File: src/rtl/rbp_pkg.sv
package rbp_pkg;
  typedef enum logic {ST_IDLE, ST_RUN} rbp_state_e;
  localparam int unsigned COUNT_FIELD_W = 5;
  localparam int unsigned FACTOR_KEEP_W = 2;
endpackage

File: src/rtl/rbp_packer.sv
module rbp_packer #(
  parameter int unsigned BYTE_W = 8
) (
  input  logic              clk,
  input  logic              rst_n,
  input  logic              bit_vld,
  input  logic              bit_in,
  input  logic              accept,
  output logic              push,
  output logic [BYTE_W-1:0] byte_out
);
  localparam int unsigned IDX_W = $clog2(BYTE_W);
  localparam logic [IDX_W-1:0] LAST_IDX = IDX_W'(BYTE_W - 1);

  logic [BYTE_W-1:0] acc_q, acc_d;
  logic [IDX_W-1:0]  idx_q, idx_d;
  logic              take;

  always_comb begin
    acc_d = acc_q;
    idx_d = idx_q;
    push  = 1'b0;
    take  = bit_vld && accept;
    if (take) begin
      acc_d[idx_q] = bit_in;
      if (idx_q == LAST_IDX) begin
        push  = 1'b1;
        idx_d = '0;
      end else begin
        idx_d = idx_q + IDX_W'(1);
      end
    end
    byte_out = acc_d;
  end

  always_ff @(posedge clk or negedge rst_n) begin
    if (!rst_n) begin
      acc_q <= '0;
      idx_q <= '0;
    end else if (take) begin
      acc_q <= acc_d;
      idx_q <= idx_d;
    end
  end

  // the bit index only moves when a bit was taken
  a_r2_idx_hold: assert property (@(posedge clk) disable iff (!rst_n)
    !(bit_vld && accept) |=> $stable(idx_q));
endmodule

File: src/rtl/rbp_fifo.sv
module rbp_fifo #(
  parameter int unsigned DEPTH = 16,
  parameter int unsigned W     = 8
) (
  input  logic                         clk,
  input  logic                         rst_n,
  input  logic                         push,
  input  logic [W-1:0]                 wdata,
  input  logic                         pop,
  output logic [W-1:0]                 rdata,
  output logic [$clog2(DEPTH+1)-1:0]   count,
  output logic                         full,
  output logic                         empty
);
  localparam int unsigned PTR_W = (DEPTH > 1) ? $clog2(DEPTH) : 1;
  localparam int unsigned CNT_W = $clog2(DEPTH + 1);
  localparam logic [PTR_W-1:0] PTR_LAST = PTR_W'(DEPTH - 1);
  localparam logic [CNT_W-1:0] CNT_FULL = CNT_W'(DEPTH);

  logic [W-1:0]     mem [DEPTH];
  logic [PTR_W-1:0] wptr_q, wptr_d, rptr_q, rptr_d;
  logic [CNT_W-1:0] cnt_q, cnt_d;

  always_comb begin
    wptr_d = wptr_q;
    rptr_d = rptr_q;
    cnt_d  = cnt_q;
    if (push) wptr_d = (wptr_q == PTR_LAST) ? '0 : wptr_q + PTR_W'(1);
    if (pop)  rptr_d = (rptr_q == PTR_LAST) ? '0 : rptr_q + PTR_W'(1);
    if (push && !pop)      cnt_d = cnt_q + CNT_W'(1);
    else if (pop && !push) cnt_d = cnt_q - CNT_W'(1);
  end

  always_ff @(posedge clk or negedge rst_n) begin
    if (!rst_n) begin
      wptr_q <= '0;
      rptr_q <= '0;
      cnt_q  <= '0;
    end else begin
      wptr_q <= wptr_d;
      rptr_q <= rptr_d;
      cnt_q  <= cnt_d;
    end
  end

  for (genvar gi = 0; gi < DEPTH; gi++) begin : g_slot
    logic slot_we;
    assign slot_we = push && (wptr_q == PTR_W'(gi));
    always_ff @(posedge clk) begin
      if (slot_we) mem[gi] <= wdata;
    end
  end

  assign rdata = mem[rptr_q];
  assign count = cnt_q;
  assign full  = (cnt_q == CNT_FULL);
  assign empty = (cnt_q == '0);

  a_r3_no_overflow: assert property (@(posedge clk) disable iff (!rst_n)
    push |-> !full);
  a_r3_no_underflow: assert property (@(posedge clk) disable iff (!rst_n)
    pop |-> !empty);
  a_r3_count_bound: assert property (@(posedge clk) disable iff (!rst_n)
    cnt_q <= CNT_FULL);
  a_r10_head_hold: assert property (@(posedge clk) disable iff (!rst_n)
    (!empty && !pop) |=> $stable(rdata));
endmodule

File: src/rtl/rbp_ctrl.sv
module rbp_ctrl
  import rbp_pkg::*;
#(
  parameter int unsigned DEPTH    = 16,
  parameter int unsigned REQ_W    = 16,
  parameter int unsigned STAT_W   = 8,
  parameter int unsigned FACTOR_W = 8
) (
  input  logic                       clk,
  input  logic                       rst_n,
  input  logic                       req_valid,
  input  logic                       req_repeat,
  input  logic [REQ_W-1:0]           req_count,
  input  logic [FACTOR_W-1:0]        factor_in,
  input  logic                       suspend,
  input  logic [$clog2(DEPTH+1)-1:0] fifo_count,
  input  logic                       fifo_empty,
  input  logic                       out_ready,
  output logic                       out_valid,
  output logic                       pop,
  output logic                       busy,
  output logic                       done,
  output logic [STAT_W-1:0]          status,
  output logic [REQ_W-1:0]           remain,
  output logic [FACTOR_W-1:0]        factor
);
  rbp_state_e          state_q, state_d;
  logic                rep_q, rep_d;
  logic [REQ_W-1:0]    todo_q, todo_d;
  logic [REQ_W-1:0]    remain_q, remain_d;
  logic [STAT_W-1:0]   status_q, status_d;
  logic [FACTOR_W-1:0] factor_q, factor_d;
  logic                done_q, done_d;
  logic [FACTOR_W-1:0] factor_kept;

  assign factor_kept = {{(FACTOR_W-FACTOR_KEEP_W){1'b0}}, factor_in[FACTOR_KEEP_W-1:0]};

  always_comb begin
    state_d  = state_q;
    rep_d    = rep_q;
    todo_d   = todo_q;
    remain_d = remain_q;
    status_d = status_q;
    factor_d = factor_q;
    done_d   = 1'b0;
    out_valid = (state_q == ST_RUN) && !fifo_empty && !(rep_q && suspend);
    pop       = out_valid && out_ready;
    case (state_q)
      ST_IDLE: begin
        if (req_valid) begin
          rep_d = req_repeat;
          if (req_repeat) begin
            if (req_count == '0) begin
              done_d = 1'b1;
            end else begin
              todo_d   = req_count;
              remain_d = req_count;
              factor_d = factor_kept;
              state_d  = ST_RUN;
            end
          end else begin
            status_d = STAT_W'(fifo_count);
            factor_d = factor_kept;
            if (fifo_count == '0) begin
              done_d = 1'b1;
            end else begin
              todo_d  = REQ_W'(fifo_count);
              state_d = ST_RUN;
            end
          end
        end
      end
      ST_RUN: begin
        if (pop) begin
          todo_d = todo_q - REQ_W'(1);
          if (rep_q) remain_d = remain_q - REQ_W'(1);
          if (todo_q == REQ_W'(1)) begin
            state_d = ST_IDLE;
            done_d  = 1'b1;
          end
        end
      end
      default: state_d = ST_IDLE;
    endcase
  end

  always_ff @(posedge clk or negedge rst_n) begin
    if (!rst_n) begin
      state_q  <= ST_IDLE;
      rep_q    <= 1'b0;
      todo_q   <= '0;
      remain_q <= '0;
      status_q <= '0;
      factor_q <= '0;
      done_q   <= 1'b0;
    end else begin
      state_q  <= state_d;
      rep_q    <= rep_d;
      todo_q   <= todo_d;
      remain_q <= remain_d;
      status_q <= status_d;
      factor_q <= factor_d;
      done_q   <= done_d;
    end
  end

  assign busy   = (state_q == ST_RUN);
  assign done   = done_q;
  assign status = status_q;
  assign remain = remain_q;
  assign factor = factor_q;

  a_r4_status_range: assert property (@(posedge clk) disable iff (!rst_n)
    status_q <= STAT_W'(DEPTH));
  a_r6_remain_step: assert property (@(posedge clk) disable iff (!rst_n)
    (rep_q && pop) |=> (remain_q == $past(remain_q) - REQ_W'(1)));
  a_r9_suspend_hold: assert property (@(posedge clk) disable iff (!rst_n)
    (busy && rep_q && suspend) |=> ($stable(remain_q) && $stable(todo_q)));
  a_r11_done_idle: assert property (@(posedge clk) disable iff (!rst_n)
    done_q |-> !busy);
endmodule

File: src/rtl/rng_byte_pool.sv
module rng_byte_pool #(
  parameter int unsigned DEPTH    = 16,
  parameter int unsigned REQ_W    = 16,
  parameter int unsigned STAT_W   = 8,
  parameter int unsigned FACTOR_W = 8
) (
  input  logic                clk,
  input  logic                rst_n,
  input  logic                ent_valid,
  input  logic                ent_bit,
  input  logic                req_valid,
  input  logic                req_repeat,
  input  logic [REQ_W-1:0]    req_count,
  input  logic [FACTOR_W-1:0] factor_in,
  input  logic                suspend,
  output logic                busy,
  output logic                done,
  output logic [STAT_W-1:0]   status,
  output logic [REQ_W-1:0]    remain,
  output logic [FACTOR_W-1:0] factor,
  output logic                out_valid,
  output logic [7:0]          out_data,
  input  logic                out_ready
);
  localparam int unsigned BYTE_W = 8;
  localparam int unsigned CNT_W  = $clog2(DEPTH + 1);

  logic [1:0]        rst_sync_q;
  logic              rst_n_int;
  logic              push, pop, full, empty;
  logic [BYTE_W-1:0] packed_byte;
  logic [CNT_W-1:0]  fill;

  always_ff @(posedge clk or negedge rst_n) begin
    if (!rst_n) rst_sync_q <= 2'b00;
    else        rst_sync_q <= {rst_sync_q[0], 1'b1};
  end
  assign rst_n_int = rst_sync_q[1];

  rbp_packer #(.BYTE_W(BYTE_W)) u_packer (
    .clk      (clk),
    .rst_n    (rst_n_int),
    .bit_vld  (ent_valid),
    .bit_in   (ent_bit),
    .accept   (!full),
    .push     (push),
    .byte_out (packed_byte)
  );

  rbp_fifo #(.DEPTH(DEPTH), .W(BYTE_W)) u_fifo (
    .clk   (clk),
    .rst_n (rst_n_int),
    .push  (push),
    .wdata (packed_byte),
    .pop   (pop),
    .rdata (out_data),
    .count (fill),
    .full  (full),
    .empty (empty)
  );

  rbp_ctrl #(.DEPTH(DEPTH), .REQ_W(REQ_W), .STAT_W(STAT_W), .FACTOR_W(FACTOR_W)) u_ctrl (
    .clk        (clk),
    .rst_n      (rst_n_int),
    .req_valid  (req_valid),
    .req_repeat (req_repeat),
    .req_count  (req_count),
    .factor_in  (factor_in),
    .suspend    (suspend),
    .fifo_count (fill),
    .fifo_empty (empty),
    .out_ready  (out_ready),
    .out_valid  (out_valid),
    .pop        (pop),
    .busy       (busy),
    .done       (done),
    .status     (status),
    .remain     (remain),
    .factor     (factor)
  );
endmodule

File: config.mk
export PLATFORM = sky130hd
export DESIGN_NAME = rng_byte_pool
export DESIGN_NICKNAME = d
export VERILOG_FILES = /design/src/rtl/rbp_pkg.sv /design/src/rtl/rbp_packer.sv /design/src/rtl/rbp_fifo.sv /design/src/rtl/rbp_ctrl.sv /design/src/rtl/rng_byte_pool.sv
export SDC_FILE = /design/constraint.sdc
export NUM_CORES = 1
export LEC_CHECK = 0
export ABC_AREA = 0
export CORE_MARGIN = 8
export CORE_UTILIZATION = 35
export DETAILED_ROUTE_END_ITERATION = 16
export GPL_TIMING_DRIVEN = 0
export PLACE_DENSITY = 0.51
export SLEW_MARGIN = 20
export SYNTH_ARGS = -nofsm -noshare
export SYNTH_HDL_FRONTEND = slang
export SYNTH_SLANG_ARGS = --single-unit
File: constraint.sdc
create_clock -name clk -period 2.8 [get_ports clk]
set_clock_uncertainty 0.15 [all_clocks]
set_input_delay 0.56 -clock clk [delete_from_list [all_inputs] [get_ports clk]]
set_output_delay 0.56 -clock clk [all_outputs]
set_load 0.03 [all_outputs]
==> flow_summary.json <==
{
  "fmax_ghz": 0.346,
  "yosysSeqAreaShare_pct": 61.2,
  "cts_sinks": 196,
  "cap_violations": 0,
  "grt_overflow_total": 0,
  "ant_nets": 0,
  "period_needed_ns": 2.89,
  "dp_slack_ns": -1.07,
  "power_density_nw_per_um2": 1010,
  "crit_path_end_kind": "primary output",
  "die-area_sq_um": 31300,
  "async_flop_share_pct": 34.7,
  "grt_use_total_pct": 15.5,
  "rsz0062_at_grt": "yes",
  "crit_type": "reg2out",
  "layout_commonest_cell": "edfxtp_1",
  "synth_xor_area_share_pct": 0.677,
  "fp.coreArea_sq_um": 25800,
  "synth.area.mux_share_pct": 11.1,
  "drt_iter0_markers": 440,
  "gr-usage-met1_pct": 18.3,
  "grtUsageMet3_pct": 3.41,
  "ctsHoldBuffers": 0,
  "die_h_microns": 177,
  "synth_edf_count": 128,
  "status": "finished with violations",
  "r2r_end": "u_fifo.count[4]",
  "grt_pass1_wl_mm": 37.1,
  "fin_util_pct": 44.3,
  "multiInputGateArea_sq_um": 3590,
  "synth_simple_gate_area_share_pct": 10.0,
  "most-common-layout-cells": "edfxtp_1, dfrtp_1, clkdlybuf4s50_1",
  "synth_compound_area_share_pct": 11.8,
  "slew_viol_final": 0,
  "crit_required_ns": 2.09,
  "dpl-instance-area_sq_um": 10200,
  "gp_congestion": 0.867,
  "rows": 59,
  "grt_pass1_vias": 6585,
  "worst_r2r_startpoint": "u_fifo.count[0]",
  "cts.reportedPaths.clkPinSlew_ns": 0.08,
  "post_route_cells_drive_above_1_share_pct": 23.6,
  "busiest_layer": "met2",
  "clock_path_buffers": 2,
  "synthFlopType": "edfxtp_1",
  "dp_hpwl_mm": 16.7,
  "start_kind": "register",
  "synthAdderAreaFrac_pct": 2.15,
  "cp.arrival_ns": 2.18,
  "clock-root-buffer": "clkbuf_16",
  "final.setup.worst_slack_ns": -0.0930,
  "r2r_cells": 12,
  "layout.nets": 857,
  "start_util_pct": 35.2,
  "regArea_sq_um": 5560,
  "wirelength_mm": 24.0,
  "hold_violations": 0,
  "h-tree-depth": 4,
  "cts_buffers": 17,
  "worst-path-max-fanout": 8,
  "vias": 6322,
  "drc": 0,
  "postLayoutCellArea_sq_um": 11400,
  "ys_types": 71,
  "syn_inst": 696,
  "synth_top_family_by_area": "compound AO/OA/AOI/OAI gates",
  "netlist_area_sq_um": 9060,
  "leakage_nw": 4.15,
  "antenna_found_initial": 1,
  "fin_crit_sh_pct": 103,
  "r2r_setup_slack_ns": 0.02,
  "peakVddDrop_uv": 660,
  "holdWs_ns": 0.102,
  "nFillCells": 2294,
  "cts_tree": "built",
  "tightest_slew_ns": 0.928,
  "grt_max_degree": 41,
  "syn_to_final_growth_pct": 26.1,
  "hold_path_class": "reg2async",
  "violations": "negative setup slack",
  "yosysWarningCount": 0,
  "io_buffers": 58,
  "die_x_microns": 177,
  "synth-seq-cells": 196,
  "io-pin-count": 75,
  "avgSynthCellArea_sq_um": 13.0,
  "clk_latency_ns": 0.44,
  "finalSetupViolations": 8,
  "grtUsageMet2_pct": 27.0,
  "slew_headroom_pct": 37.5,
  "vias_per_cell": 5.45,
  "drtPass1Iterations": 5,
  "wl_per_cell_microns": 20.7,
  "p_total_w": 0.0115
}
==> per-stage QoR <==
step	setup TNS, ns	std cells
finish	-0.364	1159
CTS	-9.71	1148
global placement	-144.39	1097
floorplan	-0.128	704
global route	-1.26	1159
detailed placement	-119.30	1098
==> registers in the layout, indices dropped and copies added, names as in the netlist <==
| register | flops |
|---|---|
| u_fifo.count | 5 |
| u_ctrl.status | 5 |
| u_fifo.mem | 128 |
| u_fifo.wptr_q | 4 |
| u_packer.acc_q | 8 |
| u_fifo.rptr_q | 4 |
| u_ctrl.factor | 2 |
| u_ctrl.todo_q | 16 |
| u_ctrl.remain | 16 |
| u_ctrl.rep_q | 1 |
| u_packer.idx_q | 3 |
| u_ctrl.busy | 1 |
| u_ctrl.done | 1 |
| rst_sync_q | 2 |
==> timing repair <==
action                     4_1_cts  5_1_grt
setup endpoints to repair      269      166
hold endpoints to repair         0        0
pin swaps                       31       26
buffers inserted                22       12
gates resized for setup        138       33
==> where the power goes <==
part	internal (W)	switching [W]	total (W)
sequential	0.00375	0.000436	0.00419
combinational	0.00212	0.00274	0.00486
clock	0.00121	0.00124	0.00245
==> synth_stat cells, drive strengths merged, types with 16 or more instances <==
cell / count / area (sq um)
a21oi: 32 / 160
buf: 25 / 140
clkbuf: 17 / 63.8
dfrtp: 68 / 1700
edfxtp: 128 / 3840
inv: 16 / 60.1
mux2: 33 / 372
mux2i: 27 / 270
mux4: 16 / 360
nand2: 51 / 194
nor2: 41 / 154
nor3: 25 / 130
o21ai: 53 / 277
==> worst max-delay path by stage <==
stage | startpoint | end | slack [ns]
final | u_fifo.rptr_q[0] | out_data[2] | -0.09
after global routing | u_fifo.rptr_q[0] | out_data[7] | -0.19
after CTS | u_fifo.count[3] | u_fifo.count[4] | -0.18
after detailed placement | u_fifo.rptr_q[0] | out_data[7] | -1.07
after global placement | u_fifo.rptr_q[0] | out_data[7] | -1.04
after floorplan | u_fifo.count[0] | u_fifo.count[4] | -0.13
==> worst max-delay path, stage by stage, from the launching register on <==
cell	delay [ns]
dfrtp_2	0.51
buf_12	0.19
buf_8	0.11
mux4_2	0.51
a22oi_2	0.20
nand2_1	0.09
buf_6	0.14
==> kinds of logic after synthesis <==
group / count (synthesis)
flops: 196
simple gates: 180
xor+xnor: 7
fa+ha+maj: 15
other cells: 2
mux: 76
compound gates: 161
buf+inv: 59
==> layout make-up <==
class	instances	share of cell area (%)
Clock inverter	15	1.50
Inverter	17	0.646
Antenna cell	1	0.0219
Tap cell	335	3.67
Sequential cell	196	48.6
Buffer	36	2.33
Multi-Input combinational cell	449	31.4
Timing Repair Buffer	93	8.08
Clock buffer	17	3.72
==> routing by layer <==
layer / wire length, microns / vias to the layer above
li1: - / 2897
met1: 10100 / 3214
met2: 12200 / 175
met3: 1080 / 36
met4: 524 / 0
met5: 0 / -
(Power assumes the default switching activity.)
